==> src/rtl/usb_err_pkg.sv <==
package usb_err_pkg;
  localparam int NUM_ERR   = 3;
  localparam int ERR_STUFF = 0;
  localparam int ERR_PID   = 1;
  localparam int ERR_CRC   = 2;

  typedef enum logic [1:0] {
    ADDR_COUNT  = 2'd0,
    ADDR_STATUS = 2'd1,
    ADDR_ENABLE = 2'd2,
    ADDR_NONE   = 2'd3
  } reg_addr_e;
endpackage

==> src/rtl/usb_err_counter.sv <==
module usb_err_counter #(
  parameter int CNT_W = 8
) (
  input  logic             clk,
  input  logic             rst_n,
  input  logic             clr,
  input  logic             inc,
  output logic [CNT_W-1:0] cnt
);
  localparam logic [CNT_W-1:0] CNT_MAX = '1;

  always_ff @(posedge clk) begin
    if (!rst_n)              cnt <= '0;
    else if (inc && clr)     cnt <= CNT_W'(1);
    else if (inc)            cnt <= (cnt == CNT_MAX) ? CNT_MAX : cnt + CNT_W'(1);
    else if (clr)            cnt <= '0;
  end

  assert_saturate_R3: assert property (@(posedge clk) disable iff (!rst_n)
    (cnt == CNT_MAX && !clr) |=> cnt == CNT_MAX);

  assert_step_R2: assert property (@(posedge clk) disable iff (!rst_n)
    !clr |=> (cnt - $past(cnt)) <= CNT_W'(1));

  assert_clear_R4: assert property (@(posedge clk) disable iff (!rst_n)
    (clr && !inc) |=> cnt == '0);
endmodule

==> src/rtl/usb_err_status.sv <==
module usb_err_status #(
  parameter int N = 3
) (
  input  logic         clk,
  input  logic         rst_n,
  input  logic [N-1:0] set,
  input  logic         clr_en,
  input  logic [N-1:0] clr_mask,
  output logic [N-1:0] st
);
  logic [N-1:0] clr_eff;
  assign clr_eff = clr_en ? clr_mask : '0;

  always_ff @(posedge clk) begin
    if (!rst_n) st <= '0;
    else        st <= (st & ~clr_eff) | set;
  end

  // a set always survives a simultaneous clear
  assert_set_wins_R6: assert property (@(posedge clk) disable iff (!rst_n)
    (|set) |=> ((st & $past(set)) == $past(set)));

  assert_w1c_R5: assert property (@(posedge clk) disable iff (!rst_n)
    (clr_en && !(|set)) |=> ((st & $past(clr_mask)) == '0));
endmodule

==> src/rtl/usb_err_hsgate.sv <==
module usb_err_hsgate (
  input  logic clk,
  input  logic rst_n,
  input  logic pkt_end,
  input  logic pkt_is_data,
  input  logic pkt_err,
  output logic hs_ack,
  output logic pkt_drop
);
  logic tok_bad;

  always_ff @(posedge clk) begin
    if (!rst_n) begin
      tok_bad  <= 1'b0;
      hs_ack   <= 1'b0;
      pkt_drop <= 1'b0;
    end else begin
      hs_ack   <= pkt_end && pkt_is_data && !pkt_err && !tok_bad;
      pkt_drop <= pkt_end && (pkt_err || (pkt_is_data && tok_bad));
      if (pkt_end && !pkt_is_data) tok_bad <= pkt_err;
    end
  end

  assert_ack_after_data_R9: assert property (@(posedge clk) disable iff (!rst_n)
    hs_ack |-> $past(pkt_end && pkt_is_data && !pkt_err));

  assert_exclusive_R9: assert property (@(posedge clk) disable iff (!rst_n)
    !(hs_ack && pkt_drop));

  assert_drop_on_err_R8: assert property (@(posedge clk) disable iff (!rst_n)
    (pkt_end && pkt_err) |=> pkt_drop);
endmodule

==> src/rtl/usb_err_tracker.sv <==
module usb_err_tracker
  import usb_err_pkg::*;
#(
  parameter int CNT_W  = 8,
  parameter int DATA_W = 32
) (
  input  logic              clk,
  input  logic              rst_n,
  input  logic              pkt_end,
  input  logic              pkt_is_data,
  input  logic              err_stuff,
  input  logic              err_pid,
  input  logic              err_crc,
  input  logic              reg_wr,
  input  logic [1:0]        reg_addr,
  input  logic [DATA_W-1:0] reg_wdata,
  output logic [DATA_W-1:0] reg_rdata,
  output logic              irq,
  output logic              hs_ack,
  output logic              pkt_drop
);
  localparam int CNT_BITS = NUM_ERR * CNT_W;

  logic [NUM_ERR-1:0]  err_raw, err_hit, status, enable;
  logic [CNT_BITS-1:0] cnt_flat;
  logic                wr_count, wr_status, wr_enable;
  logic                unused_wdata;

  assign err_raw[ERR_STUFF] = err_stuff;
  assign err_raw[ERR_PID]   = err_pid;
  assign err_raw[ERR_CRC]   = err_crc;
  assign err_hit   = pkt_end ? err_raw : '0;
  assign wr_count  = reg_wr && (reg_addr == ADDR_COUNT);
  assign wr_status = reg_wr && (reg_addr == ADDR_STATUS);
  assign wr_enable = reg_wr && (reg_addr == ADDR_ENABLE);
  assign unused_wdata = ^reg_wdata[DATA_W-1:NUM_ERR];

  for (genvar i = 0; i < NUM_ERR; i++) begin : g_cnt
    usb_err_counter #(.CNT_W(CNT_W)) u_cnt (
      .clk   (clk),
      .rst_n (rst_n),
      .clr   (wr_count),
      .inc   (err_hit[i]),
      .cnt   (cnt_flat[i*CNT_W +: CNT_W])
    );
  end

  usb_err_status #(.N(NUM_ERR)) u_status (
    .clk      (clk),
    .rst_n    (rst_n),
    .set      (err_hit),
    .clr_en   (wr_status),
    .clr_mask (reg_wdata[NUM_ERR-1:0]),
    .st       (status)
  );

  always_ff @(posedge clk) begin
    if (!rst_n)         enable <= '0;
    else if (wr_enable) enable <= reg_wdata[NUM_ERR-1:0];
  end

  assign irq = |(status & enable);

  usb_err_hsgate u_gate (
    .clk         (clk),
    .rst_n       (rst_n),
    .pkt_end     (pkt_end),
    .pkt_is_data (pkt_is_data),
    .pkt_err     (|err_hit),
    .hs_ack      (hs_ack),
    .pkt_drop    (pkt_drop)
  );

  always_comb begin
    reg_rdata = '0;
    case (reg_addr)
      ADDR_COUNT:  reg_rdata[CNT_BITS-1:0] = cnt_flat;
      ADDR_STATUS: reg_rdata[NUM_ERR-1:0]  = status;
      ADDR_ENABLE: reg_rdata[NUM_ERR-1:0]  = enable;
      default:     reg_rdata = '0;
    endcase
  end

  assert_irq_masked_R7: assert property (@(posedge clk) disable iff (!rst_n)
    (wr_enable && reg_wdata[NUM_ERR-1:0] == '0) |=> !irq);

  assert_idle_flags_R10: assert property (@(posedge clk) disable iff (!rst_n)
    (!pkt_end && !reg_wr) |=> ($stable(status) && !hs_ack && !pkt_drop));
endmodule

==> config.mk <==
export PLATFORM = sky130hd
export DESIGN_NAME = usb_err_tracker
export DESIGN_NICKNAME = d
export VERILOG_FILES = /design/src/rtl/usb_err_pkg.sv /design/src/rtl/usb_err_counter.sv /design/src/rtl/usb_err_status.sv /design/src/rtl/usb_err_hsgate.sv /design/src/rtl/usb_err_tracker.sv
export SDC_FILE = /design/constraint.sdc
export NUM_CORES = 1
export LEC_CHECK = 0
export ABC_AREA = 1
export BUFFER_PORTS_ARGS = -buffer_cell sky130_fd_sc_hd__buf_4
export CAP_MARGIN = 10
export CORE_ASPECT_RATIO = 0.6
export CORE_MARGIN = 2
export CORE_UTILIZATION = 40
export CTS_CLUSTER_DIAMETER = 150
export DETAILED_ROUTE_END_ITERATION = 8
export PLACE_DENSITY_LB_ADDON = 0.05
export SYNTH_ARGS = -nofsm -noshare
export SYNTH_HDL_FRONTEND = slang
export SYNTH_HIERARCHICAL = 1
export SYNTH_SLANG_ARGS = --single-unit
==> constraint.sdc <==
create_clock -name clk -period 2.11 [get_ports clk]
set_input_delay 0.633 -clock clk [delete_from_list [all_inputs] [get_ports clk]]
set_output_delay 0.633 -clock clk [all_outputs]
set_load 0.02 [all_outputs]
# == Word level (Yosys, flattened, before mapping) ==
# Cells that the tools add are included.
# classes
add_sub_neg,3
multipliers,0
n_div,0
n_lt_le_gt_ge,0
eq_ne,5
shift,0
n_mux,14
n_bitwise,5
reduce_logical,28
# op_table
op,n
8-bit two-way mux,7
8-bit by 1-bit adder with 8-bit output (second input constant),3
8-bit == test (second input constant),3
21-bit two-way mux,1
1-bit logical AND,12
3-bit one-hot mux with 3 select lines,1
3-bit nonzero test,3
3-bit bitwise AND,2
3-bit two-way mux,2
2-bit nonzero test,3
2-bit OR reduction,3
3-bit OR reduction,2
1-bit logical NOT,3
1-bit two-way mux,3
3-bit NOT,1
3-bit bitwise OR,1
2-bit by 1-bit == test with 1-bit output (second input constant),1
2-bit == test (second input constant),1
2-bit logical NOT,1
1-bit logical OR,1
1-bit NOT,1
# word_totals
regBits,33
latchBits,0
ramBits,0
rom_bits,0
out_inout_bits,35
wordCells,66
mem_count,0

# == Longest topological paths before layout ==
# depth
depth_word,6
mapped_depth,8

# == Hierarchy ==
# Netlist, hierarchy kept.
# modules_own_cells
module,instances,cells_per_inst,area_each_um2
usb_err_counter,3,75,514.2
usb_err_tracker,1,102,500.5
usb_err_hsgate,1,14,116.4
usb_err_status,1,16,112.6

# == Worst setup path before layout ==
# OpenSTA, ideal clock, no wires.
# synth_path
path_kind,input port to output port
from,in reg_addr[0]
to,out reg_rdata[10]
t_arrival_ps,1271
path_slack_ps,206
stages,4
path_buffers,1
path_cell_list,nor2_2 > inv_2 > buf_6 > nor2_1
# synth_between
elab_chain_len,2
# synth_rtl
item,line,rtl
start: declaration,usb_err_tracker.sv:15,"input logic [1:0] reg_addr,"
2-bit logical NOT,usb_err_tracker.sv:76,case (reg_addr)
21-bit two-way mux,usb_err_tracker.sv:76,
end: declaration,usb_err_tracker.sv:17,"output logic [DATA_W-1:0] reg_rdata,"
# No other way between the ends.

# == Final worst setup path ==
# layout_path
from,in reg_addr[0]
to,out reg_rdata[5]
# Same word-level chain as after synthesis.

==> results by stage <==
Outcome:
- The run finished with clean final reports.

GRT:
- The first-pass GRT wire length is 8790 µm.
- Global routing consumed, over all layers together, 17.2% of the routing resources.
- The initial antenna violation count is 0.
- The via count of the first global-routing pass is 1911.
- The pin count of the biggest net entering global routing is 23.
- Global routing finished with a remaining overflow of 0.

Route:
- In the routed design, unresolved DRC markers number 0.
- The final wirelength is 5290 µm.
- In this run the remaining antenna-violating nets after routing total 0.
- After the first detailed-routing iteration, the DRC count stood at 61.
- The detailed router placed 2189 vias in this run.
- Before antenna repair, the detailed router went through 4 iterations.
- Dividing the detail-routed via count by the number of cells gives 4.62.
- In the final routed layout, each cell accounts on average for 11.2 µm.

Floorplanning:
- The width of the die is 101 µm.
- The total area inside the core boundary comes to 0.00552 mm².
- For this design the top-level I/O count stands at 77.
- The die height is 62.4 µm.
- The starting density of the core is 41.2%.
- The floorplan step defined a die boundary enclosing 0.00632 mm².
- The number of placement rows is 21.

Clocking:
- The clock net in this run drives a total of 33 sinks.
- The H-tree depth is 2.
- The clock tree from TritonCTS is built.
- The CTS buffer count is 5.
- In this run the post-CTS setup repair buffer count came out at 0.
- The clock transition at the register clock pins on the worst setup and hold paths after CTS is 70 ps.
- The number of buffers added to fix hold violations after cts is 0.
- The tree is rooted in a sky130_fd_sc_hd__clkbuf_8.
- The clock reaches the later pin of the worst-skew pair after 280 ps.
- Counting along the longest clock path gives a buffer depth of 2.

STA:
- The fmax is 502 MHz.
- The final critical path time including I/O delays and setup is 1990 ps.
- The setup TNS is 0 ps.
- After layout, the worst path uses 94.4% of the clock period.
- The count of pins over their slew limit is 0.
- The hold violation total from the final report is 0.
- The final worst setup slack is 119 ps.
- Setup violations remaining at the end of the flow were counted as 0.
- Setup repair after global routing left no endpoint under its margin.
- Between clock sinks in the finished design, the worst skew comes to 5.86 ps.

Yosys:
- Of the synthesized area, sequential elements account for 29.1%.
- The largest area contributor in the synthesized netlist is sky130_fd_sc_hd__dfxtp_1.
- The netlist area before placement is 0.00227 mm².
- The simple-gate share of the synthesized area is 39.8%.
- After synthesis, the largest area contributor takes up 29.1% of total cell area.
- The share of synthesized area spent on multiplexers is 0%.
- Of the total synthesized cell area, the portion taken by XOR and XNOR cells is 1.16%.
- The count of different cell masters after synthesis is 25.
- The flip-flop cell with the highest count after synthesis is sky130_fd_sc_hd__dfxtp_1.
- After synthesis, the most frequently instantiated cells are sky130_fd_sc_hd__nand2_1, sky130_fd_sc_hd__inv_1, sky130_fd_sc_hd__nor2_1, sky130_fd_sc_hd__dfxtp_1, sky130_fd_sc_hd__nand3_1.
- The number of synthesized flops with an enable pin is 0.
- The synthesized netlist devotes 11.0% of its cell area to compound gates.
- The Yosys warning count is 6.
- Counting flops and latches in the post-synthesis netlist gives 33.
- The async set or reset register ratio after synthesis is 0%.
- The adder-cell area share of the yosys netlist is 1.65%.
- In the post-synthesis netlist, the biggest area contributors are sky130_fd_sc_hd__dfxtp_1, sky130_fd_sc_hd__nand2_1, sky130_fd_sc_hd__inv_1, sky130_fd_sc_hd__nand3_1, sky130_fd_sc_hd__nor2_1.
- In this run the mean area of a mapped cell was 6.36 µm².
- The number of instances in the synthesized netlist is 357.
- In the post-synthesis netlist, the cell with the most instances is sky130_fd_sc_hd__nand2_1.
- By area, the combinational part of the netlist is dominated by simple AND/OR/NAND/NOR gates.

Critical path:
- The critical-path maximum fanout is 22.
- Data arrives at the worst endpoint at 1360 ps.
- The worst register-to-register path ends at g_cnt[0].u_cnt/cnt[1]$_SDFFE_PP0P_.
- The count of cells along the worst register-to-register path is 5.
- The worst register-to-register path begins at g_cnt[0].u_cnt/cnt[1]$_SDFFE_PP0P_.
- The register-to-register path setup slack is 770 ps.
- By startpoint and endpoint, the worst setup path is classified as in2out.
- The required time at the worst-slack endpoint is 1480 ps.
- The critical path startpoint category is an input port.
- STA classifies the critical path endpoint as a primary output.

Min path:
- The startpoint of the lowest-slack hold path is u_status/st[2]$_SDFF_PN0_.
- The hold path depth is 2.
- The class of the tightest hold or removal check is reg2reg.
- The worst hold path terminates at u_status/st[2]$_SDFF_PN0_.

Final layout:
- The repair_antennas step left the layout with diodes totalling 0.
- Once layout is complete, the utilization of the core stands at 49.3%.
- Cells with a size suffix above 1 make up 23.2% of the layout.
- From synthesis to final layout, the design area changed by 19.6%.
- The final net count is 449.

Pwr:
- The worst voltage drop across the vdd grid is 0.262 mV.
- The leakage power total is 1.26 nW.
- Power spread over the standard cell area amounts to 499 mW/mm².

Placed design:
- The HPWL after detailed placement is 4020 µm.
- The number of buffers inserted by port buffering is 39.
- Timing analysis after detailed placement gives a worst setup slack of 51.7 ps.
- The weighted congestion at the end of routability-driven global placement is 0.830.

Flow run:
- The tool flagged a number of max-cap violations equal to 0.
## cell families after synthesis
family | count (synthesis)
flops | 33
xor+xnor | 3
buf+inv | 85
compound gates | 40
fa+ha+maj | 3
simple gates | 192
other cells | 1
## power breakdown
group / switching (mW) / internal [mW] / total, mW / leakage (nW)
Combinational: 0.115 / 0.0595 / 0.174 / 0.942
Sequential: 0.0150 / 0.639 / 0.654 / 0.268
Clock: 0.233 / 0.295 / 0.528 / 0.0542
## cell usage in the layout, fill, tap and decap left out, drive strengths merged
| master | synthesis | routed |
|---|---|---|
| a21oi | 19 | 19 |
| buf | 13 | 46 |
| o21bai | 3 | 3 |
| ha | 3 | 3 |
| nor3 | 8 | 8 |
| dfxtp | 33 | 33 |
| nand4 | 3 | 3 |
| nor2 | 45 | 45 |
| a31oi | 3 | 3 |
| nand2 | 97 | 97 |
| clkinv | 3 | 4 |
| o211ai | 6 | 6 |
| clkbuf | 0 | 7 |
| nand3 | 39 | 39 |
| conb | 1 | 8 |
| xnor2 | 3 | 3 |
| inv | 69 | 69 |
| o21ai | 9 | 9 |
## sequential cells by signal, summed over array words and instances, names as in the netlist
| name | cells |
|---|---|
| g_cnt.u_cnt/cnt | 24 |
| u_gate/pkt_drop | 1 |
| u_gate/hs_ack | 1 |
| enable | 3 |
| u_gate/tok_bad | 1 |
| u_status/st | 3 |
## per-layer routing
metal	GRT usage, %	vias to the layer above	wire (µm)
li1	-	1187	-
met3	4.59	2	263
met4	3.38	0	19
met2	23.6	48	2060
met1	26.7	952	2950
met5	0	-	0
## what timing repair did
| action | in CTS | in global routing |
|---|---|---|
| resized for setup | 0 | 2 |
| endpoints found under the hold margin | 0 | 0 |
| setup endpoints to repair | 0 | 13 |
## worst max-delay path by stage
stage                start                            endpoint  slack, ps  depth (start not counted)
2_1_floorplan  reg_addr[0]                       reg_rdata[10]        210                          4
3_3_place_gp   reg_addr[1]  g_cnt[2].u_cnt/cnt[7]$_SDFFE_PP0P_         70                         10
3_5_place_dp   reg_addr[1]  g_cnt[0].u_cnt/cnt[7]$_SDFFE_PP0P_         50                         10
4_1_cts        reg_addr[0]                        reg_rdata[7]         50                          5
5_1_grt        reg_addr[0]                        reg_rdata[9]         40                          5
6_report       reg_addr[0]                        reg_rdata[5]        120                          5
## cell type report
class                           instances  area, µm²
Timing Repair Buffer                   46        345
Clock buffer                            7       96.3
Inverter                               72        277
Tap cell                               69       86.3
Clock inverter                          1       5.00
Fill cell                             582       2800
Multi-Input combinational cell        246       1250
Sequential cell                        33        661
## worst max-delay path: stages
cell	delay, ps
sky130_fd_sc_hd__buf_4	130
sky130_fd_sc_hd__nor2_2	170
sky130_fd_sc_hd__inv_4	140
sky130_fd_sc_hd__nor2_1	130
sky130_fd_sc_hd__buf_4	150
## stage by stage
step	total power [mW]	hold WS, ps	cell area [µm²]	cells
6_report	1.36	485	2720	474
5_1_grt	1.43	515	2720	474
4_1_cts	1.38	489	2720	474
3_5_place_dp	0.842	477	2610	466
3_3_place_gp	0.840	474	2610	466
2_1_floorplan	0.789	450	2300	364
Note: power is estimated with default switching activity, not from simulation.
